## src/rtl/tmr_pkg.sv

```systemverilog
package tmr_pkg;

    // Register word indices; software depends on this order.
    typedef enum logic [2:0] {
        REG_STAT = 3'd0,
        REG_CTRL = 3'd1,
        REG_PLO  = 3'd2,
        REG_PHI  = 3'd3,
        REG_SLO  = 3'd4,
        REG_SHI  = 3'd5
    } reg_idx_e;

    localparam int IDX_W = 3;

    // Control register bit positions
    localparam int CTL_IE   = 0;
    localparam int CTL_CONT = 1;
    localparam int CTL_GO   = 2;
    localparam int CTL_HALT = 3;

    // Status register bit positions
    localparam int ST_TMO = 0;
    localparam int ST_RUN = 1;

    typedef struct packed {
        logic stat;
        logic ctrl;
        logic plo;
        logic phi;
        logic snap;
    } wr_strobe_t;

    typedef struct packed {
        logic ie;
        logic cont;
    } ctl_mode_t;

    typedef struct packed {
        logic go;
        logic halt;
    } ctl_cmd_t;

    typedef struct packed {
        logic running;
        logic tmo;
    } tmr_state_t;

    function automatic wr_strobe_t decode_write(
        input logic           we,
        input logic           in_map,
        input logic [IDX_W-1:0] idx
    );
        wr_strobe_t s;
        logic       hit;
        hit    = we && in_map;
        s.stat = hit && (idx == REG_STAT);
        s.ctrl = hit && (idx == REG_CTRL);
        s.plo  = hit && (idx == REG_PLO);
        s.phi  = hit && (idx == REG_PHI);
        s.snap = hit && (idx == REG_SLO);
        return s;
    endfunction

endpackage

```

## src/rtl/tmr_regs.sv

```systemverilog
module tmr_regs
    import tmr_pkg::*;
#(
    parameter int HALF_W = 16,
    localparam int CNT_W = 2 * HALF_W
) (
    input  logic              clk,
    input  logic              rst,
    input  wr_strobe_t        wr,
    input  logic [HALF_W-1:0] wdata,
    output ctl_mode_t         mode,
    output ctl_cmd_t          cmd,
    output logic [HALF_W-1:0] per_lo,
    output logic [HALF_W-1:0] per_hi,
    output logic              load,
    output logic [CNT_W-1:0]  load_val
);
    // Persistent control mode bits and the two period halves
    always_ff @(posedge clk) begin
        if (rst) begin
            mode   <= '0;
            per_lo <= '0;
            per_hi <= '0;
        end else begin
            if (wr.ctrl) begin
                mode.ie   <= wdata[CTL_IE];
                mode.cont <= wdata[CTL_CONT];
            end
            if (wr.plo) per_lo <= wdata;
            if (wr.phi) per_hi <= wdata;
        end
    end

    // Command bits are pulses derived from the write itself
    always_comb begin
        cmd.go   = wr.ctrl && wdata[CTL_GO];
        cmd.halt = wr.ctrl && wdata[CTL_HALT];
    end

    // A period write loads the counter with the merged new period
    always_comb begin
        load     = wr.plo || wr.phi;
        load_val = wr.plo ? {per_hi, wdata} : {wdata, per_lo};
    end

endmodule

```

## src/rtl/tmr_counter.sv

```systemverilog
module tmr_counter
    import tmr_pkg::*;
#(
    parameter int CNT_W = 32
) (
    input  logic             clk,
    input  logic             rst,
    input  logic             load,
    input  logic [CNT_W-1:0] load_val,
    input  logic [CNT_W-1:0] period,
    input  ctl_cmd_t         cmd,
    input  logic             cont,
    output logic [CNT_W-1:0] cnt,
    output logic             running,
    output logic             expire
);
    logic [CNT_W-1:0] cnt_d;
    logic             run_d;

    assign expire = running && (cnt == '0);

    always_comb begin
        cnt_d = cnt;
        if (load) begin
            cnt_d = load_val;
        end else if (running) begin
            cnt_d = expire ? period : cnt - CNT_W'(1);
        end
    end

    // Priority: period load, stop, start, end-of-period mode
    always_comb begin
        run_d = running;
        if (load) begin
            run_d = 1'b0;
        end else if (cmd.halt) begin
            run_d = 1'b0;
        end else if (cmd.go) begin
            run_d = 1'b1;
        end else if (expire) begin
            run_d = cont;
        end
    end

    always_ff @(posedge clk) begin
        if (rst) begin
            cnt     <= '0;
            running <= 1'b0;
        end else begin
            cnt     <= cnt_d;
            running <= run_d;
        end
    end

endmodule

```

## src/rtl/tmr_status.sv

```systemverilog
module tmr_status (
    input  logic clk,
    input  logic rst,
    input  logic expire,
    input  logic clear,
    output logic tmo
);
    // A timeout event outranks a software clear in the same cycle
    always_ff @(posedge clk) begin
        if (rst) begin
            tmo <= 1'b0;
        end else if (expire) begin
            tmo <= 1'b1;
        end else if (clear) begin
            tmo <= 1'b0;
        end
    end

endmodule

```

## src/rtl/tmr_snapshot.sv

```systemverilog
module tmr_snapshot #(
    parameter int CNT_W = 32
) (
    input  logic             clk,
    input  logic             rst,
    input  logic             capture,
    input  logic [CNT_W-1:0] cnt,
    output logic [CNT_W-1:0] snap
);
    always_ff @(posedge clk) begin
        if (rst) begin
            snap <= '0;
        end else if (capture) begin
            snap <= cnt;
        end
    end

endmodule

```

## src/rtl/tmr_readback.sv

```systemverilog
module tmr_readback
    import tmr_pkg::*;
#(
    parameter int HALF_W = 16,
    localparam int CNT_W = 2 * HALF_W
) (
    input  logic              clk,
    input  logic              rst,
    input  logic              rd_en,
    input  logic              in_map,
    input  logic [IDX_W-1:0]  idx,
    input  tmr_state_t        st,
    input  ctl_mode_t         mode,
    input  logic [HALF_W-1:0] per_lo,
    input  logic [HALF_W-1:0] per_hi,
    input  logic [CNT_W-1:0]  snap,
    output logic [HALF_W-1:0] rdata
);
    logic [HALF_W-1:0] sel;

    always_comb begin
        sel = '0;
        if (in_map) begin
            case (reg_idx_e'(idx))
                REG_STAT: begin
                    sel[ST_TMO] = st.tmo;
                    sel[ST_RUN] = st.running;
                end
                REG_CTRL: begin
                    sel[CTL_IE]   = mode.ie;
                    sel[CTL_CONT] = mode.cont;
                end
                REG_PLO:  sel = per_lo;
                REG_PHI:  sel = per_hi;
                REG_SLO:  sel = snap[HALF_W-1:0];
                REG_SHI:  sel = snap[CNT_W-1:HALF_W];
                default:  sel = '0;
            endcase
        end
    end

    always_ff @(posedge clk) begin
        if (rst) begin
            rdata <= '0;
        end else if (rd_en) begin
            rdata <= sel;
        end
    end

endmodule

```

## src/rtl/interval_timer.sv

```systemverilog
module interval_timer
    import tmr_pkg::*;
#(
    parameter int HALF_W = 16,
    parameter int ADDR_W = 3,
    localparam int CNT_W = 2 * HALF_W
) (
    input  logic              clk,
    input  logic              rst,
    input  logic              wr_en,
    input  logic              rd_en,
    input  logic [ADDR_W-1:0] addr,
    input  logic [HALF_W-1:0] wdata,
    output logic [HALF_W-1:0] rdata,
    output logic              tmo_o,
    output logic              irq_o
);
    logic              in_map;
    logic [IDX_W-1:0]  idx;
    wr_strobe_t        wr;
    ctl_mode_t         mode;
    ctl_cmd_t          cmd;
    logic [HALF_W-1:0] per_lo;
    logic [HALF_W-1:0] per_hi;
    logic              load;
    logic [CNT_W-1:0]  load_val;
    logic [CNT_W-1:0]  cnt_q;
    logic              run_q;
    logic              expire;
    logic [CNT_W-1:0]  snap_q;
    tmr_state_t        st;
    logic              ctl_ie;
    logic              ctl_cont;

    // Indices beyond the register window are unmapped
    assign in_map = (addr >> IDX_W) == '0;
    assign idx    = addr[IDX_W-1:0];
    assign wr     = decode_write(wr_en, in_map, idx);

    tmr_regs #(.HALF_W(HALF_W)) u_regs (
        .clk      (clk),
        .rst      (rst),
        .wr       (wr),
        .wdata    (wdata),
        .mode     (mode),
        .cmd      (cmd),
        .per_lo   (per_lo),
        .per_hi   (per_hi),
        .load     (load),
        .load_val (load_val)
    );

    assign ctl_ie   = mode.ie;
    assign ctl_cont = mode.cont;

    tmr_counter #(.CNT_W(CNT_W)) u_counter (
        .clk      (clk),
        .rst      (rst),
        .load     (load),
        .load_val (load_val),
        .period   ({per_hi, per_lo}),
        .cmd      (cmd),
        .cont     (ctl_cont),
        .cnt      (cnt_q),
        .running  (run_q),
        .expire   (expire)
    );

    tmr_status u_status (
        .clk    (clk),
        .rst    (rst),
        .expire (expire),
        .clear  (wr.stat),
        .tmo    (tmo_o)
    );

    tmr_snapshot #(.CNT_W(CNT_W)) u_snap (
        .clk     (clk),
        .rst     (rst),
        .capture (wr.snap),
        .cnt     (cnt_q),
        .snap    (snap_q)
    );

    assign st.running = run_q;
    assign st.tmo     = tmo_o;

    tmr_readback #(.HALF_W(HALF_W)) u_read (
        .clk    (clk),
        .rst    (rst),
        .rd_en  (rd_en),
        .in_map (in_map),
        .idx    (idx),
        .st     (st),
        .mode   (mode),
        .per_lo (per_lo),
        .per_hi (per_hi),
        .snap   (snap_q),
        .rdata  (rdata)
    );

    assign irq_o = tmo_o && ctl_ie;

endmodule

```

## config.mk

```make
export PLATFORM = sky130hd
export DESIGN_NAME = interval_timer
export DESIGN_NICKNAME = d
export VERILOG_FILES = /design/src/rtl/tmr_pkg.sv /design/src/rtl/tmr_regs.sv /design/src/rtl/tmr_counter.sv /design/src/rtl/tmr_status.sv /design/src/rtl/tmr_snapshot.sv /design/src/rtl/tmr_readback.sv /design/src/rtl/interval_timer.sv
export SDC_FILE = /design/constraint.sdc
export NUM_CORES = 1
export LEC_CHECK = 0
export BUFFER_PORTS_ARGS = -buffer_cell sky130_fd_sc_hd__buf_4
export CORE_MARGIN = 2
export CORE_UTILIZATION = 25
export DETAILED_ROUTE_END_ITERATION = 12
export HOLD_SLACK_MARGIN = 0.12
export PLACE_DENSITY = 0.5
export SLEW_MARGIN = 10
export SYNTH_ARGS = -nofsm -noshare
export SYNTH_HDL_FRONTEND = slang
export SYNTH_SLANG_ARGS = --single-unit
export TNS_END_PERCENT = 1
```

## constraint.sdc

```tcl
create_clock -name clk -period 4 [get_ports clk]
set_clock_uncertainty 0.05 [all_clocks]
set_input_delay 0.4 -clock clk [delete_from_list [all_inputs] [get_ports clk]]
set_output_delay 0.4 -clock clk [all_outputs]
set_load 0.01 [all_outputs]
```

==> flow_results.org, run 1 <==
** Status
- The run finished with clean final reports.

** Pwr
- Power Dens Cells :: between 400 and 500 mW/mm^2
- Summed over all cells, the static leakage comes to 2.60 nW.
- Internal power :: around 2.4 mW
- Peak supply drop :: about 0.27 mV
- Net switching power of the design :: approximately 850 uW
- Clock network fraction of total power :: 47.9%
- Registers are responsible for 38.6% of the overall power.
- In this run, the combinational gates consume a little over an eighth of the power.
- Post-route total power :: approximately 3.2 mW
- Switching part of the total :: between 20% and 30%

** Clock network
- For the worst-skew pair, the clock arrives at the later sink with an insertion delay of 0.42 ns.
- Clock tree synthesis found a total of roughly 120 sinks.
- Maximum clock path buffer count :: 2
- CTS placed an instance of sky130_fd_sc_hd__clkbuf_16 at the clock tree root.
- TritonCTS created 17 clock buffers.
- H-tree Lvls :: 4
- CTS clk-pin slew, worst paths :: approximately 0.050 ns
- Post-CTS timing repair inserted 0 buffers for setup.
- TritonCTS built the clock tree.
- Post-cts gate resize count :: 0
- Number of buffers inserted by hold repair at cts :: 0

** Logic synthesis
- Simple-Gate Fraction of Synth Area :: a little over a fifth
- Main combinational cell family by area after synthesis :: compound AO/OA/AOI/OAI gates
- Counting flops with a built-in enable in the synthesized netlist gives 0.
- Averaged over all synthesized cells, the footprint is 7.87 sq um.
- Adder and majority cell fraction of the synthesized area :: less than 1%
- The mapped netlist covers approximately 0.006 sq mm.
- Summing the areas of all compound-gate instances in the mapped netlist gives around 23% of the synthesized area.
- Net count after synthesis :: 789
- Number of library cell types mapped by synthesis :: roughly 60
- Proportion of register bits with asynchronous set or reset after synthesis :: 0%
- The most used flip-flop cell after synthesis is sky130_fd_sc_hd__dfxtp_1.
- Measured against the total synthesized area, the mux share comes to approximately 10%.
- Yosys printed 0 warnings.
- The share of the Yosys chip area taken by registers is between 30% and 40%.
- After synthesis the netlist holds a flip-flop and latch count of around 120.
- Post-Synth XOR/XNOR Area :: 2.18%
- Number of instances in the synthesized netlist :: approximately 770

** Critical path
- The largest individual stage delay along the critical path comes from the cell sky130_fd_sc_hd__or3_1.
- For this run, the slowest stage of the critical path takes around 0.64 ns.
- In this design, the critical path's most frequently occurring cell is sky130_fd_sc_hd__buf_4.
- Worst setup path start :: u_counter.cnt[0]$_SDFFE_PP0P_
- CP delay by family, top :: simple AND/OR/NAND/NOR gates
- Data required time of the critical path :: between 4 and 5 ns
- Register-to-register path setup slack :: 1.05 ns
- The critical path is of the register to register type.
- The endpoint identified for the worst register-to-register timing path is u_counter.cnt[3]$_SDFFE_PP0P_.
- Data on the critical path arrives at its endpoint at approximately 3.2 ns.
- CP max FO :: 20
- Traced cell by cell, the critical path runs through inv_1, ha_1, nor3b_2, nand4_1, buf_4, or3_1, buf_4, a2bb2oi_1, o21ai_0, o32ai_1.
- Startpoint kind of the worst setup timing path :: register
- Worst-case reg-to-reg path depth :: 10
- Crit path buffers/inverters :: 3
- The worst setup path is captured at a register.
- In this run the critical register-to-register path is launched from u_counter.cnt[0]$_SDFFE_PP0P_.

** STA
- For the pin with the worst max-slew slack, the measured transition is approximately 0.94 ns.
- Tmin final :: just under 3 ns
- Sum of negative setup slack :: 0 ns
- Fmax :: about 340 MHz
- The total count of max-transition violations in the final report was 0.
- In the finished design, the share of the clock period the worst path needs comes to between 70 and 80%.
- Setup violations remaining at the end of the flow were counted as 0.
- Number of hold violations in the final report :: 0
- RSZ-0062 raised after global routing :: false
- Max_slew headroom :: 37.3%

** Route
- Number of DRC markers after the initial detailed-route iteration :: ~450
- Wire segments on met3 add up to about 1100 um in the final route.
- After detailed routing, the number of vias per cell comes to between 5 and 6.
- Number of vias in the routed layout :: roughly 5500
- Remaining design rule violation count :: 0
- Uppermost routed layer :: met4
- Wire length after detailed routing :: just under 20000 um
- Antenna Violating Nets Remaining :: 0
- In the final routed layout, each cell accounts on average for approximately 18 um.
- The routed design uses ~8200 um of met2 wire.
- Number of search-and-repair iterations in the first detailed-routing pass :: 5
- Routed length on met1 :: slightly above 10000 um

** Hold path
- End point of the most critical hold path :: u_regs.per_lo[10]$_SDFFE_PP0P_
- Worst hold path depth :: 3
- In this run the most critical hold path is launched from wdata[10].
- Hold crit path type :: input port to register

** GRT
- Vias in the first global route :: roughly 5200
- Entering global routing, the biggest net connects 60 pins.
- Global routing used roughly 15% of the available tracks.
- Wire length of the first global-routing pass :: 31000 um
- Residual overflow from global routing :: 0
- Antenna violations before repair :: 0

** Layout
- Fill cell instance count of the final layout :: between 2000 and 3000
- Of the cells placed in the final design, the portion with a size suffix greater than 1 is 13.3%.
- Ant. Diodes :: 0
- The count of cells in the finished layout, fillers not included, comes to approximately 1100.
- After the last flow step, the layout net total stands at 798.
- Multi-input gate area in the final layout :: between 0.003 and 0.004 sq mm
- Compared with the post-synthesis result, the final layout area differs by 19.3%.
- Summing all flip-flop and latch instances after layout gives approximately 0.0023 sq mm.

** Placement
- DP Wirelength :: 13400 um
- At the end of routability-driven placement, the weighted congestion stood at between 0.8 and 0.9.
- Port buffering added 40 buffers.
- After detailed placement, the design holds a cell count of 1074.

** Floorplanning
- Cell Rows :: between 50 and 60
- For this configuration, the core starts out at a cell density of 25.6%.
- Die outline area :: ~0.025 sq mm
- between 40 and 50 I/O pins were placed.
- In this run the horizontal extent of the chip is 159 um.
- The die is between 150 and 200 um tall.
- Area of the core :: approximately 0.024 sq mm

** Job
- Max-cap violations :: 0
-- through the flow --
step	utilization, %	setup slack (ns)	cell area (sq um)	hold slack [ns]
after floorplan	-	1.72	6020	0.383
after global placement	28.0	1.22	6580	0.393
after detailed placement	28.0	1.08	6580	0.398
after CTS	30.5	1.08	7180	0.192
after global routing	30.5	0.856	7180	0.201
final	30.5	1.05	7180	0.198
-- flip-flops by register name (all words and copies together) (netlist names) --
register	flops
u_snap.snap	32
u_regs.per_hi	16
u_counter.cnt	32
u_read.rdata	16
u_status.tmo	1
u_regs.mode	2
u_counter.running	1
u_regs.per_lo	16
-- kinds of logic (layout without fill, tap and decap cells) --
group	count (synthesis)	count (layout)
AND/OR/NAND/NOR	285	285
AO/OA/AOI/OAI	219	219
flip-flops	116	116
buffers and inverters	68	90
multiplexers	61	61
XOR/XNOR	15	15
adder cells (fa/ha/maj)	1	1
-- cell usage after synthesis (all sizes together) (11+ instances only) --
master  count  area (sq um)
mux2i      56           561
o21ai      35           175
nand2     149           559
a211oi     11          87.6
clkbuf     57           214
o221ai     12           105
nor4       13           103
dfxtp     116          2320
nor2       56           210
a31oi      12          75.1
nor3       21           105
a21oi      99           495
-- metal layers --
metal | up-vias | global-route usage [%]
met4 | 0 | 5.50
met3 | 17 | 3.00
met1 | 2612 | 23.5
met5 | - | 0
li1 | 2756 | -
met2 | 161 | 21.4
-- power by group through the flow --
| stage | sequential (mW) | clock [mW] | combinational [mW] |
|---|---|---|---|
| 2_1_floorplan | 1.25 | 0 | 0.308 |
| 3_3_place_gp | 1.27 | 0 | 0.430 |
| 3_5_place_dp | 1.26 | 0 | 0.429 |
| 4_1_cts | 1.24 | 1.57 | 0.432 |
| 5_1_grt | 1.25 | 1.62 | 0.479 |
| 6_report | 1.24 | 1.54 | 0.432 |
-- layout by cell type (no fill, tap or decap), drive strengths merged, types with 6 or more instances in the layout --
| master | count |
|---|---|
| a31oi | 12 |
| buf | 55 |
| xor2 | 10 |
| o221ai | 12 |
| clkbuf | 24 |
| a211oi | 11 |
| o211ai | 10 |
| o21ai | 35 |
| nand2 | 149 |
| a221oi | 6 |
| mux2i | 56 |
| nor3 | 21 |
| or3 | 9 |
| dfxtp | 116 |
| clkinv | 6 |
| nor2b | 8 |
| a2bb2oi | 6 |
| nor4 | 13 |
| nor2 | 56 |
| a21oi | 99 |
-- area by class of cell --
| cell class | instances | area share, % |
|---|---|---|
| Multi-Input combinational cell | 581 | 47.9 |
| Sequential cell | 116 | 32.3 |
| Clock buffer | 24 | 6.99 |
| Timing Repair Buffer | 55 | 5.75 |
| Tap cell | 319 | 5.56 |
| Clock inverter | 8 | 1.36 |
| Inverter | 3 | 0.157 |
-- worst reg2reg max path: cells and delay by family (launching register included) --
family	cells	cell delay [ns]
flops	1	0.37
compound gates	3	0.42
buf+inv	3	0.64
simple gates	3	1.14
fa+ha+maj	1	0.19
-- how the worst max path moves through the flow --
stage                                           endpoint  slack [ns]  cells after the start
after floorplan            u_counter.cnt[9]$_SDFFE_PP0P_        1.72                      9
after global placement    u_counter.cnt[19]$_SDFFE_PP0P_        1.22                     10
after detailed placement   u_counter.cnt[3]$_SDFFE_PP0P_        1.08                     10
after CTS                  u_counter.cnt[3]$_SDFFE_PP0P_        1.08                     10
after global routing       u_counter.cnt[5]$_SDFFE_PP0P_        0.86                     10
final                      u_counter.cnt[3]$_SDFFE_PP0P_        1.05                     10
Power figures use the tool's default switching activity.
==> run 2, diff against run 1 <==
Settings changed: PLACE_DENSITY 0.5 to 0.51.
Clock period 4 ns to 2.56 ns, I/O delays scaled along.
==> flow_results.org, run 2 (same netlist as run 1, synthesis figures left out) <==
** Critical path
- Data required time of the critical path :: 2.79 ns (-1.43 ns)
- The cell family contributing the most delay on the critical path is simple AND/OR/NAND/NOR gates.
- The largest stage delay on the critical path was 0.49 ns (-0.15 ns).
- Critical Path Sink Type :: register
- Series of cell instances along the critical path :: inv_1, ha_1, nor3b_2, nand4_1, buf_4, nor2_1, xor2_1, o21ai_0, a2111oi_1
- The worst setup path is of the register to register kind.
- Crit path arrival time :: 2.62 ns (-0.55 ns)
- Crit path buffers/inverters :: 2 (-1)
- STA classifies the critical path startpoint as a register.
- On the critical path, the stage with the largest delay is an instance of sky130_fd_sc_hd__a2111oi_1.
- The critical-path maximum fanout came to 12 (-40%).

** Placement
- DP Wirelength :: 14400 um (+7.4%)
- The count of input and output buffers was 40 (unchanged).
- Placer's final routability congestion estimate :: 0.896 (+3.8%)
- Pre-CTS setup slack :: 0.0904 ns (-0.988 ns)

** Floorplanning
- Area of the core :: 0.0235 sq mm (unchanged)
- The overall die area came to 0.0253 sq mm (unchanged).
- The number of placement rows was 56 (unchanged).
- The floorplan die height was 159 um (unchanged).
- Number of top-level pins :: 41 (unchanged)
- Die Width :: 159 um (unchanged)
- Initial standard-cell utilization of the core :: 25.6% (unchanged)

** STA
- The total negative slack for setup checks came to 0 ns (unchanged).
- RSZ-0062 raised after global routing :: false
- The total count of max-transition violations in the final report came to 0 (unchanged).
- The number of endpoints failing setup at the final stage is 0 (unchanged).
- The final critical path time including I/O delays and setup was 2.40 ns (-0.553 ns).
- The normalized max-slew margin came to 53.0% (+16 points).
- Worst-case setup margin in the final layout :: 0.162 ns (-0.887 ns)
- Worst Max-Slew Pin Slew :: 0.705 ns (-0.232 ns)
- Number of hold violations in the final report :: 0 (unchanged)
- Fmax :: 417 MHz (+23%)
- Final worst path period share :: 93.7% (+20 points)

** Layout
- Area Growth Syn to Fin :: 27.8%
- Share of the core filled with cells :: 32.7% (+2.2 points)
- Ant. Diodes :: 0 (unchanged)
- The top cell types in the final layout, fill and taps aside, are sky130_fd_sc_hd__nand2_1, sky130_fd_sc_hd__dfxtp_1, sky130_fd_sc_hd__a21oi_1, sky130_fd_sc_hd__buf_4.
- The share of layout cells above drive strength 1 was 17.6% (+4.2 points).
- Biggest registers after layout :: u_counter.cnt: 32 flops, u_snap.snap: 32 flops
- Most common cell after layout, fill and taps aside :: sky130_fd_sc_hd__nand2_1
- The final net count came to 855 (+7.1%).

** GRT
- The initial antenna violation count came to 0 (unchanged).
- Wire length of the first global-routing pass :: 32500 um (+4.9%)
- Vias in the first global route :: 5521 (+6.4%)
- The maximum number of pins on one net before global-route repair is 59 (-1.7%).
- GRT Resource Usage Total :: 16.3% (+0.87 points)
- Residual overflow from global routing :: 0 (unchanged)

** Route
- Via density per instance :: 5.06 (+0.91%)
- The number of design-rule violations left by the first detailed-router iteration was 465 (+3.1%).
- Wire length after detailed routing :: 20500 um (+4.1%)
- Number of vias in the routed layout :: 5875 (+5.9%)
- The mean routed wirelength per cell is 17.7 um (-0.87%).
- Remaining design rule violation count :: 0 (unchanged)
- Number of search-and-repair iterations in the first detailed-routing pass :: 5 (unchanged)
- The number of antenna-violating nets in the routed design came to 0 (unchanged).

** Pwr
- Peak supply drop :: 0.433 mV (+60%)
- Power Dens Cells :: 672 mW/mm^2 (+50%)
- Leakage power total :: 2.87 nW (+11%)
- The total power draw was 5.17 mW (+61%).

** Clock network
- TritonCTS built the clock tree.
- The buffer count from post-CTS setup fixing was 0 (unchanged).
- The insertion delay of the later-clocked pin in the worst-skew pair is 0.42 ns (about the same).
- Clock tree synthesis selected as its root buffer the cell sky130_fd_sc_hd__clkbuf_16.
- Maximum clock path buffer count :: 2 (unchanged)
- The clock transition at the registers of the reported paths was 0.05 ns (about the same).
- The TritonCTS buffer count is 17 (unchanged).
- The count of clock tree sinks was 116 (unchanged).
- The H-tree depth reported by CTS was 4 (unchanged).

** Job
- The count of maximum capacitance violations was 0 (unchanged).

** Hold path
- Hold crit path type :: input port to register

** Status
- The flow ran to the end, and the final reports show no timing, DRC or antenna violations.
==> run 2: cell type report <==
type	instances	area (sq um)
repair buffers	112	906
inverters	3	11.3
flip-flops and latches	116	2320
multi-input cells	581	3450
clock buffers	21	480
well taps	319	399
clock inverters	9	128
fillers	2546	15800
==> run 2: worst min-delay path, cell delays in order <==
cell and delay [ns]:
sky130_fd_sc_hd__buf_4 0.15, sky130_fd_sc_hd__o221ai_1 0.10, sky130_fd_sc_hd__o21ai_0 0.08, sky130_fd_sc_hd__nor2_1 0.04
==> run 2: through the flow <==
step | cell area [sq um] | cells | hold slack (ns)
after floorplan | 6020 | 765 | 0.338
after global placement | 6920 | 1115 | 0.392
after detailed placement | 6920 | 1115 | 0.396
after CTS | 7680 | 1161 | 0.189
after global routing | 7700 | 1161 | 0.232
final | 7700 | 1161 | 0.199
==> run 2: report_power, final <==
group / total (mW) / leakage, nW / switching (mW) / internal (mW)
clock network: 2.46 / 0.293 / 0.846 / 1.61
logic: 0.794 / 1.64 / 0.460 / 0.334
registers: 1.92 / 0.942 / 0.0549 / 1.86
total: 5.17 / 2.87 / 1.36 / 3.81
==> run 2: final timing paths <==
| kind | from | end | slack (ns) | depth (start not counted) |
|---|---|---|---|---|
| setup / recovery | u_counter.cnt[1]$_SDFFE_PP0P_ | u_counter.cnt[16]$_SDFFE_PP0P_ | 0.16 | 9 |
| hold / removal | addr[2] | u_read.rdata[0]$_SDFFE_PP0P_ | 0.20 | 4 |
| hold reg to reg | u_snap.snap[30]$_SDFFE_PP0P_ | u_snap.snap[30]$_SDFFE_PP0P_ | 0.40 | 2 |
| setup reg to reg | u_counter.cnt[1]$_SDFFE_PP0P_ | u_counter.cnt[16]$_SDFFE_PP0P_ | 0.16 | 9 |
==> run 2: layer usage <==
| metal | vias to the layer above | track usage (%) | routed length [um] |
|---|---|---|---|
| met2 | 186 | 23.3 | 8640 |
| met3 | 24 | 4.66 | 1360 |
| li1 | 2882 | - | - |
| met4 | 0 | 5.70 | 414 |
| met1 | 2783 | 23.4 | 10100 |
| met5 | - | 0 | 0 |
==> run 2: timing repair <==
action,in CTS,in global routing
resized for setup,0,3
setup endpoints to repair,0,5
hold endpoints to repair,35,0
hold buffers,16,0
==> run 3, diff against run 2 <==
==> constraint.sdc (replaced) <==
create_clock -name clk -period 2.56 [get_ports clk]
set_clock_uncertainty 0.05 [all_clocks]
set_input_delay 0 -clock clk [delete_from_list [all_inputs] [get_ports clk]]
set_output_delay 0 -clock clk [all_outputs]
set_load 0.01 [all_outputs]
==> flow_results.org, run 3 (same netlist as run 1, synthesis figures left out) <==
** Hold path
- Launch instance of the worst min-delay path :: addr[0]
- The tightest min-delay check is of the input port to register type.

** Floorplanning
- Initial standard-cell utilization of the core :: 25.6% (unchanged)
- The floorplan die height was 159 um (unchanged).
- Cell Rows :: 56 (unchanged)
- The number of placed I/O pins came to 41 (unchanged).
- Area of the core :: 0.0235 sq mm (unchanged)
- The overall die area is 0.0253 sq mm (unchanged).
- The overall die width was 159 um (unchanged).

** Layout
- Compared with the post-synthesis result, the final layout area differs by 27.7%.
- Leaving out fill and tap cells, the most frequent cell in the layout is sky130_fd_sc_hd__nand2_1.
- In the layout the commonest cells are sky130_fd_sc_hd__nand2_1, sky130_fd_sc_hd__dfxtp_1, sky130_fd_sc_hd__a21oi_1, sky130_fd_sc_hd__buf_4.
- The share of layout cells above drive strength 1 was 16.5% (-1.1 points).
- Ant. Diodes :: 0 (unchanged)
- Biggest registers after layout :: u_counter.cnt: 32 flops, u_snap.snap: 32 flops
- Nets :: 855 (unchanged)

** Route
- Average wire length per cell after detail routing :: 17.6 um (-0.22%)
- The routed via count divided by cell count was 5.03 (-0.66%).
- The number of detailed-routing iterations run before antenna repair was 7 (+2).
- Wire length after detailed routing :: 20500 um (-0.13%)
- Number of vias in the routed layout :: 5841 (-0.58%)
- The number of antenna-violating nets in the routed design was 0 (unchanged).
- The number of DRC violations after detailed routing is 0 (unchanged).
- The number of design-rule violations left by the first detailed-router iteration is 421 (-9.5%).

** STA
- Max_slew headroom :: 57.7% (+4.7 points)
- The top achievable clock speed is 422 MHz (+1.3%).
- Sum of negative setup slack :: 0 ns (unchanged)
- The final critical path time including I/O delays and setup came to 2.37 ns (-0.0308 ns).
- The number of hold-slack violations in the final timing report came to 0 (unchanged).
- Final number of max-transition violations :: 0 (unchanged)
- Setup violations, final :: 0 (unchanged)
- Worst-case setup margin in the final layout :: 0.193 ns (+0.0308 ns)
- Final worst path period share :: 92.5% (-1.2 points)
- RSZ-0062 raised after global routing :: false
- Worst Max-Slew Pin Slew :: 0.635 ns (-0.0703 ns)

** Critical path
- Critical Path Sink Type :: register
- The worst endpoint data arrival time came to 2.65 ns (+0.03 ns).
- The most numerous cell type found on the critical path is sky130_fd_sc_hd__or3_4.
- Worst setup path start :: u_counter.cnt[1]$_SDFFE_PP0P_
- Broken down by cell family, the worst path's largest delay share belongs to simple AND/OR/NAND/NOR gates.
- Among all stages on the critical path, the largest delay is contributed by sky130_fd_sc_hd__or4_4.
- The endpoint required time on the critical path was 2.85 ns (+0.06 ns).
- The sum of buffers and inverters on the critical path was 0 (-2).
- The largest stage delay on the critical path was 0.56 ns (+0.07 ns).
- Reg-to-reg critical path startpoint :: u_counter.cnt[1]$_SDFFE_PP0P_
- The critical path goes through or4_4, or3_4, or3_4, o31ai_2, o21ai_1, a221oi_2.
- The critical-path maximum fanout is 7 (-5).
- Critical path class :: register to register
- STA classifies the critical path startpoint as a register.

** Pwr
- Peak supply drop :: 0.498 mV (+15%)
- The power per cell area is 659 mW/mm^2 (-1.9%).
- The leakage dissipation is 2.86 nW (-0.52%).
- The total power draw is 5.07 mW (-2.0%).

** Clock network
- Clock root cell :: sky130_fd_sc_hd__clkbuf_16
- TritonCTS built the clock tree.
- Maximum clock path buffer count :: 2 (unchanged)
- Clock latency reported for the late side of the worst-skew pair :: 0.42 ns (about the same)
- The TritonCTS buffer count came to 17 (unchanged).
- Clock sink count :: 116 (unchanged)
- CTS clk-pin slew, worst paths :: 0.06 ns (about the same)
- The H-tree depth reported by CTS is 4 (unchanged).

** GRT
- GRT Resource Usage Total :: 16.2% (-0.12 points)
- Residual overflow from global routing :: 0 (unchanged)
- The initial antenna violation count came to 0 (unchanged).
- The number of global-route vias before repair came to 5588 (+1.2%).
- The first-pass GRT wire length was 32500 um (about the same).
- Maximum number of pins on one net before global-route repair :: 56 (-5.1%)

** Placement
- The worst setup slack after placement was 0.178 ns (+0.0880 ns).
- The count of input and output buffers is 40 (unchanged).
- The placer's final routability congestion estimate is 0.910 (+1.6%).
- The detailed placement HPWL came to 14200 um (-1.5%).

** Job
- The count of maximum capacitance violations is 0 (unchanged).

** Status
- The run finished with clean final reports.
-- run 3: changes by cell type in the layout (fill, tap and decap cells not counted), sizes merged --
cell,change
dlygate4sd3,+8
bufinv,-1
clkbuf,+1
clkinv,+2
clkinvlp,-1
buf,-8
-- run 3: layer usage --
metal  vias up  wire length, um  share of wire, %  global-route usage, %
met5         -                0                 0                      0
met4         0              446               2.2                   5.79
met3        30             1330               6.5                   4.14
met2       188             8760                43                   23.6
met1      2752             9960                49                   23.1
li1       2871                -                 -                      -
-- run 3: cell type report --
| cell class | count | area, sq um |
|---|---|---|
| Clock buffer | 22 | 474 |
| Clock inverter | 9 | 104 |
| Fill cell | 2563 | 15900 |
| Inverter | 3 | 11.3 |
| Multi-Input combinational cell | 581 | 3450 |
| Sequential cell | 116 | 2320 |
| Tap cell | 319 | 399 |
| Timing Repair Buffer | 112 | 926 |
-- run 3: what timing repair did --
item | CTS | global route
hold buffers | 24 | 0
buffers inserted | 0 | 0
hold endpoints to repair | 94 | 0
setup endpoints to repair | 0 | 7
resized for setup | 0 | 3
-- run 3: through the flow --
stage               hold WS [ns]  util, %  cell area [sq um]  instances
floorplan                 0.0817        -               6020        765
global route               0.203     32.7               7690       1162
finish                     0.172     32.7               7690       1162
global placement           0.225     29.1               6860       1107
detailed placement         0.229     29.1               6860       1107
CTS                        0.151     32.6               7670       1162
-- run 3: final timing paths --
kind	endpoint	slack (ns)	depth (start not counted)
worst max-delay path	u_counter.cnt[31]$_SDFFE_PP0P_	0.19	6
worst min-delay path	u_status.tmo$_SDFFE_PP0P_	0.17	3
worst max register to register	u_counter.cnt[31]$_SDFFE_PP0P_	0.19	6
worst min register to register	u_snap.snap[8]$_SDFFE_PP0P_	0.40	2
-- run 3: report_power, final --
group | switching [mW] | internal [mW] | total, mW | leakage [nW]
registers | 0.0588 | 1.86 | 1.92 | 0.942
logic | 0.454 | 0.336 | 0.790 | 1.63
clock network | 0.859 | 1.50 | 2.36 | 0.282
total | 1.37 | 3.69 | 5.07 | 2.86
-- run 3: worst reg2reg max path: stages (launching register included) --
cell and delay [ns]:
sky130_fd_sc_hd__dfxtp_1 0.35, sky130_fd_sc_hd__or4_4 0.56, sky130_fd_sc_hd__or3_4 0.40, sky130_fd_sc_hd__or3_4 0.39, sky130_fd_sc_hd__o31ai_2 0.22, sky130_fd_sc_hd__o21ai_1 0.10, sky130_fd_sc_hd__a221oi_2 0.22
